===== src/rtl/qsm_pkg.sv =====
package qsm_pkg;
  localparam int PHASES   = 3;
  localparam int STAT_LSB = 10;
  localparam int SIGN_LSB = 4;
  localparam int ADDR_W   = 3;

  typedef enum logic [ADDR_W-1:0] {
    RA_STAT = 3'd0,
    RA_MASK = 3'd1,
    RA_SIGN = 3'd2,
    RA_THR  = 3'd3,
    RA_EN_A = 3'd4,
    RA_EN_B = 3'd5,
    RA_EN_C = 3'd6,
    RA_NONE = 3'd7
  } reg_addr_e;
endpackage


===== src/rtl/qsm_phase.sv =====
// One phase: first-stage accumulator, quantum extraction, energy counter
// and stored sign of the last quantum.
module qsm_phase #(
  parameter int PWR_W = 24,
  parameter int THR_W = 32,
  parameter int EN_W  = 32
) (
  input  logic                    clk,
  input  logic                    rst,
  input  logic                    smp_en,
  input  logic signed [PWR_W-1:0] sample,
  input  logic [THR_W-1:0]        thr,
  output logic                    chg_o,
  output logic                    sign_o,
  output logic [EN_W-1:0]         energy_o
);
  localparam int ACC_W = THR_W + 2;

  logic signed [ACC_W-1:0] acc_q;
  logic signed [ACC_W-1:0] acc_sum;
  logic signed [ACC_W-1:0] thr_s;
  logic signed [ACC_W-1:0] thr_neg;
  logic                    thr_on;
  logic                    pos_hit;
  logic                    neg_hit;
  logic                    hit;
  logic                    sign_q;
  logic [EN_W-1:0]         energy_q;

  always_comb begin
    thr_s   = $signed({2'b00, thr});
    thr_neg = -thr_s;
    thr_on  = |thr;
    acc_sum = acc_q + $signed({{(ACC_W-PWR_W){sample[PWR_W-1]}}, sample});
    pos_hit = thr_on && (acc_sum >= thr_s);
    neg_hit = thr_on && !pos_hit && (acc_sum <= thr_neg);
    hit     = smp_en && (pos_hit || neg_hit);
    // neg_hit is the sign of the new quantum (1 = negative)
    chg_o   = hit && (neg_hit != sign_q);
  end

  always_ff @(posedge clk) begin
    if (rst) begin
      acc_q    <= '0;
      energy_q <= '0;
      sign_q   <= 1'b0;
    end else if (smp_en) begin
      if (pos_hit) begin
        acc_q    <= acc_sum - thr_s;
        energy_q <= energy_q + 1'b1;
      end else if (neg_hit) begin
        acc_q    <= acc_sum + thr_s;
        energy_q <= energy_q - 1'b1;
      end else begin
        acc_q    <= acc_sum;
      end
      if (chg_o) sign_q <= neg_hit;
    end
  end

  assign sign_o   = sign_q;
  assign energy_o = energy_q;
endmodule


===== src/rtl/qsm_regs.sv =====
// Status / mask / threshold registers, interrupt line and read mux.
module qsm_regs
  import qsm_pkg::*;
#(
  parameter int DW    = 32,
  parameter int THR_W = 32,
  parameter int EN_W  = 32
) (
  input  logic                          clk,
  input  logic                          rst,
  input  logic                          reg_wr,
  input  logic [ADDR_W-1:0]             reg_addr,
  input  logic [DW-1:0]                 reg_wdata,
  input  logic [PHASES-1:0]             chg,
  input  logic [PHASES-1:0]             sign,
  input  logic [PHASES-1:0][EN_W-1:0]   energy,
  output logic [PHASES-1:0]             stat_o,
  output logic [PHASES-1:0]             mask_o,
  output logic [THR_W-1:0]              thr_o,
  output logic [DW-1:0]                 reg_rdata,
  output logic                          irq_n
);
  logic [PHASES-1:0] stat_q, stat_d;
  logic [PHASES-1:0] mask_q, mask_d;
  logic [PHASES-1:0] clr;
  logic [THR_W-1:0]  thr_q;
  logic [DW-1:0]     rd_mux;
  logic              irq_n_q;
  logic              wr_stat, wr_mask, wr_thr;

  always_comb begin
    wr_stat = reg_wr && (reg_addr == RA_STAT);
    wr_mask = reg_wr && (reg_addr == RA_MASK);
    wr_thr  = reg_wr && (reg_addr == RA_THR);
    clr     = wr_stat ? reg_wdata[STAT_LSB +: PHASES] : '0;
    // a new event beats a clearing write on the same bit
    stat_d  = (stat_q & ~clr) | chg;
    mask_d  = wr_mask ? reg_wdata[STAT_LSB +: PHASES] : mask_q;
  end

  always_comb begin
    rd_mux = '0;
    unique case (reg_addr)
      RA_STAT: rd_mux[STAT_LSB +: PHASES] = stat_q;
      RA_MASK: rd_mux[STAT_LSB +: PHASES] = mask_q;
      RA_SIGN: rd_mux[SIGN_LSB +: PHASES] = sign;
      RA_THR:  rd_mux[THR_W-1:0]          = thr_q;
      default: begin
        for (int p = 0; p < PHASES; p++) begin
          if (reg_addr == ADDR_W'(RA_EN_A) + ADDR_W'(p))
            rd_mux[EN_W-1:0] = energy[p];
        end
      end
    endcase
  end

  always_ff @(posedge clk) begin
    if (rst) begin
      stat_q    <= '0;
      mask_q    <= '0;
      thr_q     <= '0;
      irq_n_q   <= 1'b1;
      reg_rdata <= '0;
    end else begin
      stat_q    <= stat_d;
      mask_q    <= mask_d;
      if (wr_thr) thr_q <= reg_wdata[THR_W-1:0];
      irq_n_q   <= ~|(stat_d & mask_d);
      reg_rdata <= rd_mux;
    end
  end

  assign stat_o = stat_q;
  assign mask_o = mask_q;
  assign thr_o  = thr_q;
  assign irq_n  = irq_n_q;
endmodule


===== src/rtl/qsm_top.sv =====
module qsm_top
  import qsm_pkg::*;
#(
  parameter int PWR_W = 24,
  parameter int DW    = 32,
  parameter int EN_W  = 32
) (
  input  logic                    clk,
  input  logic                    rst,
  input  logic                    smp_en,
  input  logic signed [PWR_W-1:0] smp_a,
  input  logic signed [PWR_W-1:0] smp_b,
  input  logic signed [PWR_W-1:0] smp_c,
  input  logic                    reg_wr,
  input  logic [2:0]              reg_addr,
  input  logic [DW-1:0]           reg_wdata,
  output logic [DW-1:0]           reg_rdata,
  output logic                    irq_n
);
  localparam int THR_W = DW;

  logic signed [PHASES-1:0][PWR_W-1:0] smp_w;
  logic [PHASES-1:0]                   chg_w;
  logic [PHASES-1:0]                   sign_w;
  logic [PHASES-1:0]                   stat_w;
  logic [PHASES-1:0]                   mask_w;
  logic [PHASES-1:0][EN_W-1:0]         energy_w;
  logic [THR_W-1:0]                    thr_w;

  assign smp_w[0] = smp_a;
  assign smp_w[1] = smp_b;
  assign smp_w[2] = smp_c;

  for (genvar p = 0; p < PHASES; p++) begin : g_phase
    qsm_phase #(
      .PWR_W(PWR_W), .THR_W(THR_W), .EN_W(EN_W)
    ) u_phase (
      .clk      (clk),
      .rst      (rst),
      .smp_en   (smp_en),
      .sample   (smp_w[p]),
      .thr      (thr_w),
      .chg_o    (chg_w[p]),
      .sign_o   (sign_w[p]),
      .energy_o (energy_w[p])
    );
  end

  qsm_regs #(
    .DW(DW), .THR_W(THR_W), .EN_W(EN_W)
  ) u_regs (
    .clk       (clk),
    .rst       (rst),
    .reg_wr    (reg_wr),
    .reg_addr  (reg_addr),
    .reg_wdata (reg_wdata),
    .chg       (chg_w),
    .sign      (sign_w),
    .energy    (energy_w),
    .stat_o    (stat_w),
    .mask_o    (mask_w),
    .thr_o     (thr_w),
    .reg_rdata (reg_rdata),
    .irq_n     (irq_n)
  );
endmodule


===== config.mk =====
export PLATFORM = sky130hd
export DESIGN_NAME = qsm_top
export DESIGN_NICKNAME = d
export VERILOG_FILES = /design/src/rtl/qsm_pkg.sv /design/src/rtl/qsm_phase.sv /design/src/rtl/qsm_regs.sv /design/src/rtl/qsm_top.sv
export SDC_FILE = /design/constraint.sdc
export NUM_CORES = 2
export LEC_CHECK = 0
export BUFFER_PORTS_ARGS = -buffer_cell sky130_fd_sc_hd__buf_2
export CORE_MARGIN = 2
export CORE_UTILIZATION = 30
export CTS_BUF_LIST = sky130_fd_sc_hd__clkbuf_16
export DETAILED_ROUTE_END_ITERATION = 10
export GPL_ROUTABILITY_DRIVEN = 1
export PLACE_DENSITY = 0.54
export SETUP_SLACK_MARGIN = 0.05
export SLEW_MARGIN = 10
export SYNTH_ARGS = -nofsm -noshare
export SYNTH_HDL_FRONTEND = slang
export SYNTH_SLANG_ARGS = --single-unit

===== constraint.sdc =====
create_clock -name clk -period 16.1 [get_ports clk]
set_clock_uncertainty 0.15 [all_clocks]
set_input_delay 3.22 -clock clk [delete_from_list [all_inputs] [get_ports clk]]
set_output_delay 3.22 -clock clk [all_outputs]
set_load 0.01 [all_outputs]

== Word level (Yosys, flattened, before mapping) ==
Index checks and enable logic that the tools add are counted.

* $add $sub $neg: 16
* Multiply operators: 0
* Divide/modulo/power cells: 0
* $lt $le $gt $ge: 6
* Equal/unequal tests: 9
* Shift-type cells: 0
* Muxes and demuxes: 22
* Bitwise logic cells: 4
* Reduce and logical (&&, ||, !) cells: 39

{| class="wikitable"
|+ Operators by type and width
! operator !! number
|-
| $mux W32 || 9
|-
| $mux W34 || 6
|-
| $add A34 B24 Y34 || 3
|-
| $add A34 B33 Y34 || 3
|-
| $ge A34 B33 Y1 || 3
|-
| $le A34 B34 Y1 || 3
|-
| $sub A34 B33 Y34 || 3
|-
| $add A32 B1 Y32 const B || 3
|-
| $sub A32 B1 Y32 const B || 3
|-
| $pmux W19 S2 || 1
|-
| $neg A32 Y34 || 1
|-
| $reduce_or A32 Y1 || 1
|-
| $logic_and A1 B1 Y1 || 18
|-
| $pmux W3 S4 || 1
|-
| $reduce_and A2 Y1 || 6
|-
| $eq A3 B3 Y1 const B || 3
|-
| $pmux W3 S3 || 1
|-
| $pmux W4 S2 || 1
|-
| $and A3 B3 Y3 || 2
|-
| $eq A3 B2 Y1 const B || 2
|-
| $mux W3 || 2
|-
| $pmux W3 S2 || 1
|-
| $reduce_bool A2 Y1 || 3
|-
| $reduce_or A3 Y1 || 2
|-
| other kinds (8) || 15
|}

* Bits in registers: 272
* Bits in latches: 0
* RAM bits: 0
* ROM bits: 0
* Input bits: 111
* Output and inout port bits: 33
* Memories kept: 0

== Longest topological paths before layout ==
* Word-level depth: 13
* Depth in mapped cells: 37

== Hierarchy ==
From an unflattened synthesis, not the netlist that was laid out.

* Cell total of the unflattened synthesis: 4880
* Area total of the unflattened synthesis: 35540.3 µm²

{| class="wikitable"
|+ Modules (own cells, without submodules)
! module !! instances !! cells an instance !! area an instance (µm²)
|-
| qsm_phase (g_phase[0].u_phase) || 1 || 1565 || 11177.0
|-
| qsm_phase (g_phase[1].u_phase) || 1 || 1445 || 10572.6
|-
| qsm_phase (g_phase[2].u_phase) || 1 || 1451 || 10507.6
|-
| qsm_regs || 1 || 419 || 3283.1
|}

== Worst setup path after synthesis ==
Ideal clock, no wire load.

* Kind: input -> register
* Start: in smp_c[9]
* End: reg g_phase[2].u_phase.energy_q[31]
* Setup time: 0.121 ns
* Arrival: 10.580 ns
* Slack: 5.249 ns
* Cell stages on the path: 33
* Buffers on the path: 2
* Cell sequence: ha_1 a21o_1 a21oi_1 o21ai_0 or2_2 a31o_2 a31o_2 a21o_1 a21oi_1 xnor2_1 ha_1 clkbuf_1 a22o_1 nor4_1 o221ai_1 nand3_1 a311oi_1 a211oi_2 nor3_1 nand2_1 clkbuf_1 ha_1 a211o_1 a21oi_1 a31oi_1 a21oi_1 a21oi_1 and4_1 a211oi_1 o31ai_1 a31oi_1 mux2i_1 mux2_2

* Cells in the longest elaborated chain, start to end: 8
* Elaborated cells on any way between the ends: 10

{| class="wikitable"
|+ Ends and longest elaborated chain
! element !! line !! source
|-
| start: declaration || qsm_top.sv:13 || <nowiki>input logic signed [PWR_W-1:0] smp_c,</nowiki>
|-
| $add A34 B24 Y34 * || qsm_phase.sv:34 || <nowiki>acc_sum = acc_q + $signed({{(ACC_W-PWR_W){sample[PWR_W-1]}}, sample});</nowiki>
|-
| $ge A34 B33 Y1 || qsm_phase.sv:35 || <nowiki>pos_hit = thr_on && (acc_sum >= thr_s);</nowiki>
|-
| $logic_and A1 B1 Y1 || qsm_phase.sv:35 ||
|-
| $logic_not A1 Y1 || qsm_phase.sv:36 || <nowiki>neg_hit = thr_on && !pos_hit && (acc_sum <= thr_neg);</nowiki>
|-
| $logic_and A1 B1 Y1 (2 in series) || qsm_phase.sv:36 ||
|-
| $reduce_bool A2 Y1 (no line) || n/a ||
|-
| $reduce_and A2 Y1 (no line) || n/a ||
|-
| end signal: assignment || qsm_phase.sv:50 || <nowiki>energy_q <= energy_q + 1'b1;</nowiki>
|-
| end signal: assignment || qsm_phase.sv:53 || <nowiki>energy_q <= energy_q - 1'b1;</nowiki>
|-
| end: declaration || qsm_phase.sv:28 || <nowiki>logic [EN_W-1:0] energy_q;</nowiki>
|}

Mark *: on every way between the ends. The rest lies on a longest branch, timed or not.
A chain may end at the register's enable or synchronous reset.

== Worst setup path after layout ==
* Start: in smp_a[0]
* End: reg g_phase[0].u_phase.energy_q[28]

* Cells in the longest elaborated chain, start to end: 8
* Elaborated cells on any way between the ends: 10

{| class="wikitable"
|+ Ends and longest elaborated chain
! element !! line !! source
|-
| start: declaration || qsm_top.sv:11 || <nowiki>input logic signed [PWR_W-1:0] smp_a,</nowiki>
|-
| $add A34 B24 Y34 * || qsm_phase.sv:34 ||
|-
| $ge A34 B33 Y1 || qsm_phase.sv:35 ||
|-
| $logic_and A1 B1 Y1 || qsm_phase.sv:35 ||
|-
| $logic_not A1 Y1 || qsm_phase.sv:36 ||
|-
| $logic_and A1 B1 Y1 (2 in series) || qsm_phase.sv:36 ||
|-
| $reduce_bool A2 Y1 (no line) || n/a ||
|-
| $reduce_and A2 Y1 (no line) || n/a ||
|-
| end signal: assignment || qsm_phase.sv:50 ||
|-
| end signal: assignment || qsm_phase.sv:53 ||
|-
| end: declaration || qsm_phase.sv:28 ||
|}

Marked as above.

==> metrics.md <==
| Metric | Value |
|---|---|
| Critical path class | primary input to register |
| Vias in the first global route | 34.15k |
| Tmin final | 12.05 ns |
| Synth Register Bits | 272 |
| 1st-pass router iterations | 6 |
| IO Pins | roughly 140 |
| Final setup fails | 0 |
| Max cap viols | 0 |
| Final Routed Wirelength | 140500 µm |
| RSZ-0062 raised after global routing | false |
| Slew @ Worst Pin | 1.197 ns |
| CP required | roughly 16 ns |
| Syn Inst Count | 4590 |
| Clock Pin Slew Worst Setup and Hold Paths | 0.07 ns |
| Avg Inst Size Synth | approximately 7.4 µm² |
| Worst EP arrival | 12.43 ns |
| Initial antenna violation count | 1 |
| Layout cells sized above 1 | 8.083% |
| GRT Resource Usage Total | 23.29% |
| Mapped Area | 33980 µm² |
| Setup Buffers After CTS | 0 |
| Max-slew violations | 0 |
| Core ar. | 112300 µm² |
| Yosys top cell area share | 17.71% |
| Hold Buf Count CTS | 0 |
| Post-route DRC | 0 |
| First-pass GRT wire length | roughly 210000 µm |
| CP max-delay cell | o41ai_1 |
| CTS max path bufs | 3 |
| Max-slew headroom | around a fifth |
| Routed WL per cell | approximately 23 µm |
| Hold Path Class | register to register |
| Worst skew pair latency | 0.61 ns |
| Main synth FF type | dfxtp_1 |
| Ranking of synthesized cells by area | ha_1, dfxtp_1, a21oi_1 |
| Fmax | ~83 MHz |
| # rows | 123 |
| Final period utilization | 74.85% |
| Top-count cell post-synth | a21oi_1 |
| Largest area contributor in the netlist | ha_1 |
| Vias | 35.81k |
| First-iteration detailed-routing DRC count | 3140 |
| RD Place Congestion | 1.019 |
| Clk root buf | clkbuf_16 |
| DIE AREA | between 100000 and 150000 µm² |
| Die height | 340.6 µm |
| Max incr delay on CP | 0.81 ns |
| Post-synth top cells | a21oi_1, ha_1, nand2_1 |
| Total grt overflow | 0 |
| Largest net degree at the start of global routing | 70 |
| Final ANT Viol Nets | 0 |
| Register area share after synthesis | about 16% |
| Crit path top cell by count | a21oi_1 |
| PostCTS Resize Cnt | 0 |
| EDFF count, synth | 0 |
| Async SR Flop Fraction | 0% |
| Nature of the critical path endpoint | register |
| Number of H-tree levels | 2 |
| Yosys warning total | 0 |
| Status | complete, no violations |
| CTS tree | yes |
| Initial Util | between 30% and 40% |
| Port bufs | between 100 and 150 |
| Net Count, Synth | 5194 |
| Area delta synth->final | 10.22% |
| Worst setup SP type | primary input |
| Vias per cell | 5.820 |
| CP Max Fanout | 33 |
| Total clock sinks | 272 |
| Final Hold Fails | 0 |
| Chip Width | 340.6 µm |
| Netlist cell types | around 110 |
| Min Hold Slack | 0.3143 ns |
| Nets | 5233 |
| Setup TNS | 0 ns |
| HPWL after DPL | 110300 µm |
| CTS buffer count | 35 |
-- cells by family (layout without fill, tap and decap cells) --
family                     after synthesis  after routing  synth area share, %
AOI/OAI and AO/OA                     1669           1669                32.83
xor gates and xnor gates               207            207                5.335
adders and majority gates              493            493                18.42
buffers and inverters                  447            509                5.243
DFF                                    272            272                16.02
muxes                                   65             65                1.944
other                                    0              1                    0
and+or+nand+nor                       1437           1437                20.21
-- final timing paths --
path,start,to,slack (ns),cells after the start
setup / recovery,smp_a[0],g_phase[0].u_phase.energy_o[28],4.05,34
hold / removal,u_regs.thr_o[30],u_regs.thr_o[30],0.31,2
setup reg to reg,g_phase[0].u_phase.acc_q[0],g_phase[0].u_phase.energy_o[28],6.40,33
hold reg to reg,u_regs.thr_o[30],u_regs.thr_o[30],0.31,2
-- flip-flops by register name (all words and copies together), names as in the netlist --
| name | count |
|---|---|
| u_regs.reg_rdata | 32 |
| u_regs.stat_o | 3 |
| u_regs.irq_n | 1 |
| g_phase.u_phase.energy_o | 96 |
| g_phase.u_phase.sign_o | 3 |
| u_regs.thr_o | 32 |
| g_phase.u_phase.acc_q | 102 |
| u_regs.mask_o | 3 |
-- worst max-delay path: cells and delay by family --
family / cells / cell delay, ns
AO/OA/AOI/OAI: 17 / 4.57
XOR/XNOR: 2 / 0.68
adder cells (fa/ha/maj): 4 / 1.28
buffers and inverters: 4 / 1.04
AND/OR/NAND/NOR: 7 / 1.61
-- cells in the final DEF (no fill, tap or decap), types with 48 or more instances in the layout --
master / n
xnor2_1: 165
a21o_1: 158
o31ai_1: 49
a311oi_1: 55
inv_1: 216
buf_4: 93
dfxtp_1: 272
a211oi_1: 57
nor2_1: 394
o21ai_0: 261
nor3_1: 131
nand4_1: 56
o21bai_1: 62
a21oi_1: 509
nor2b_1: 48
buf_2: 141
nand3_1: 86
mux2i_1: 57
nand2_1: 412
ha_1: 481
nand2b_1: 64
-- layer usage --
| layer | up-vias | share of wire, % | track usage [%] |
|---|---|---|---|
| met5 | - | 0 | 0 |
| met4 | 0 | 5.2 | 11.04 |
| met3 | 320 | 6.4 | 3.337 |
| met2 | 1232 | 45 | 38.41 |
| met1 | 17030 | 43 | 29.83 |
| li1 | 17230 | - | - |
-- final cells by class --
cell class | instances | area [µm²]
flip-flops and latches | 272 | 5445
inverters | 214 | 804.5
fillers | 12190 | 74890
multi-input cells | 3871 | 26810
diodes | 1 | 2.502
well taps | 1500 | 1877
clock inverters | 25 | 216.5
repair buffers | 235 | 1418
clock buffers | 35 | 875.8
-- stage by stage --
step           utilization, %  std cells  setup WS, ns  instance area, µm²
6_report                33.34       6153         4.048               37450
3_3_place_gp            32.36       6092         3.749               36360
3_5_place_dp            32.36       6092         3.670               36360
4_1_cts                 33.34       6152         4.264               37450
5_1_grt                 33.34       6152         3.365               37450
2_1_floorplan               -       4590         5.249               33980
Power is not shown: default switching activity piles up to over one toggle a cycle in this logic, so the estimate is an artifact.
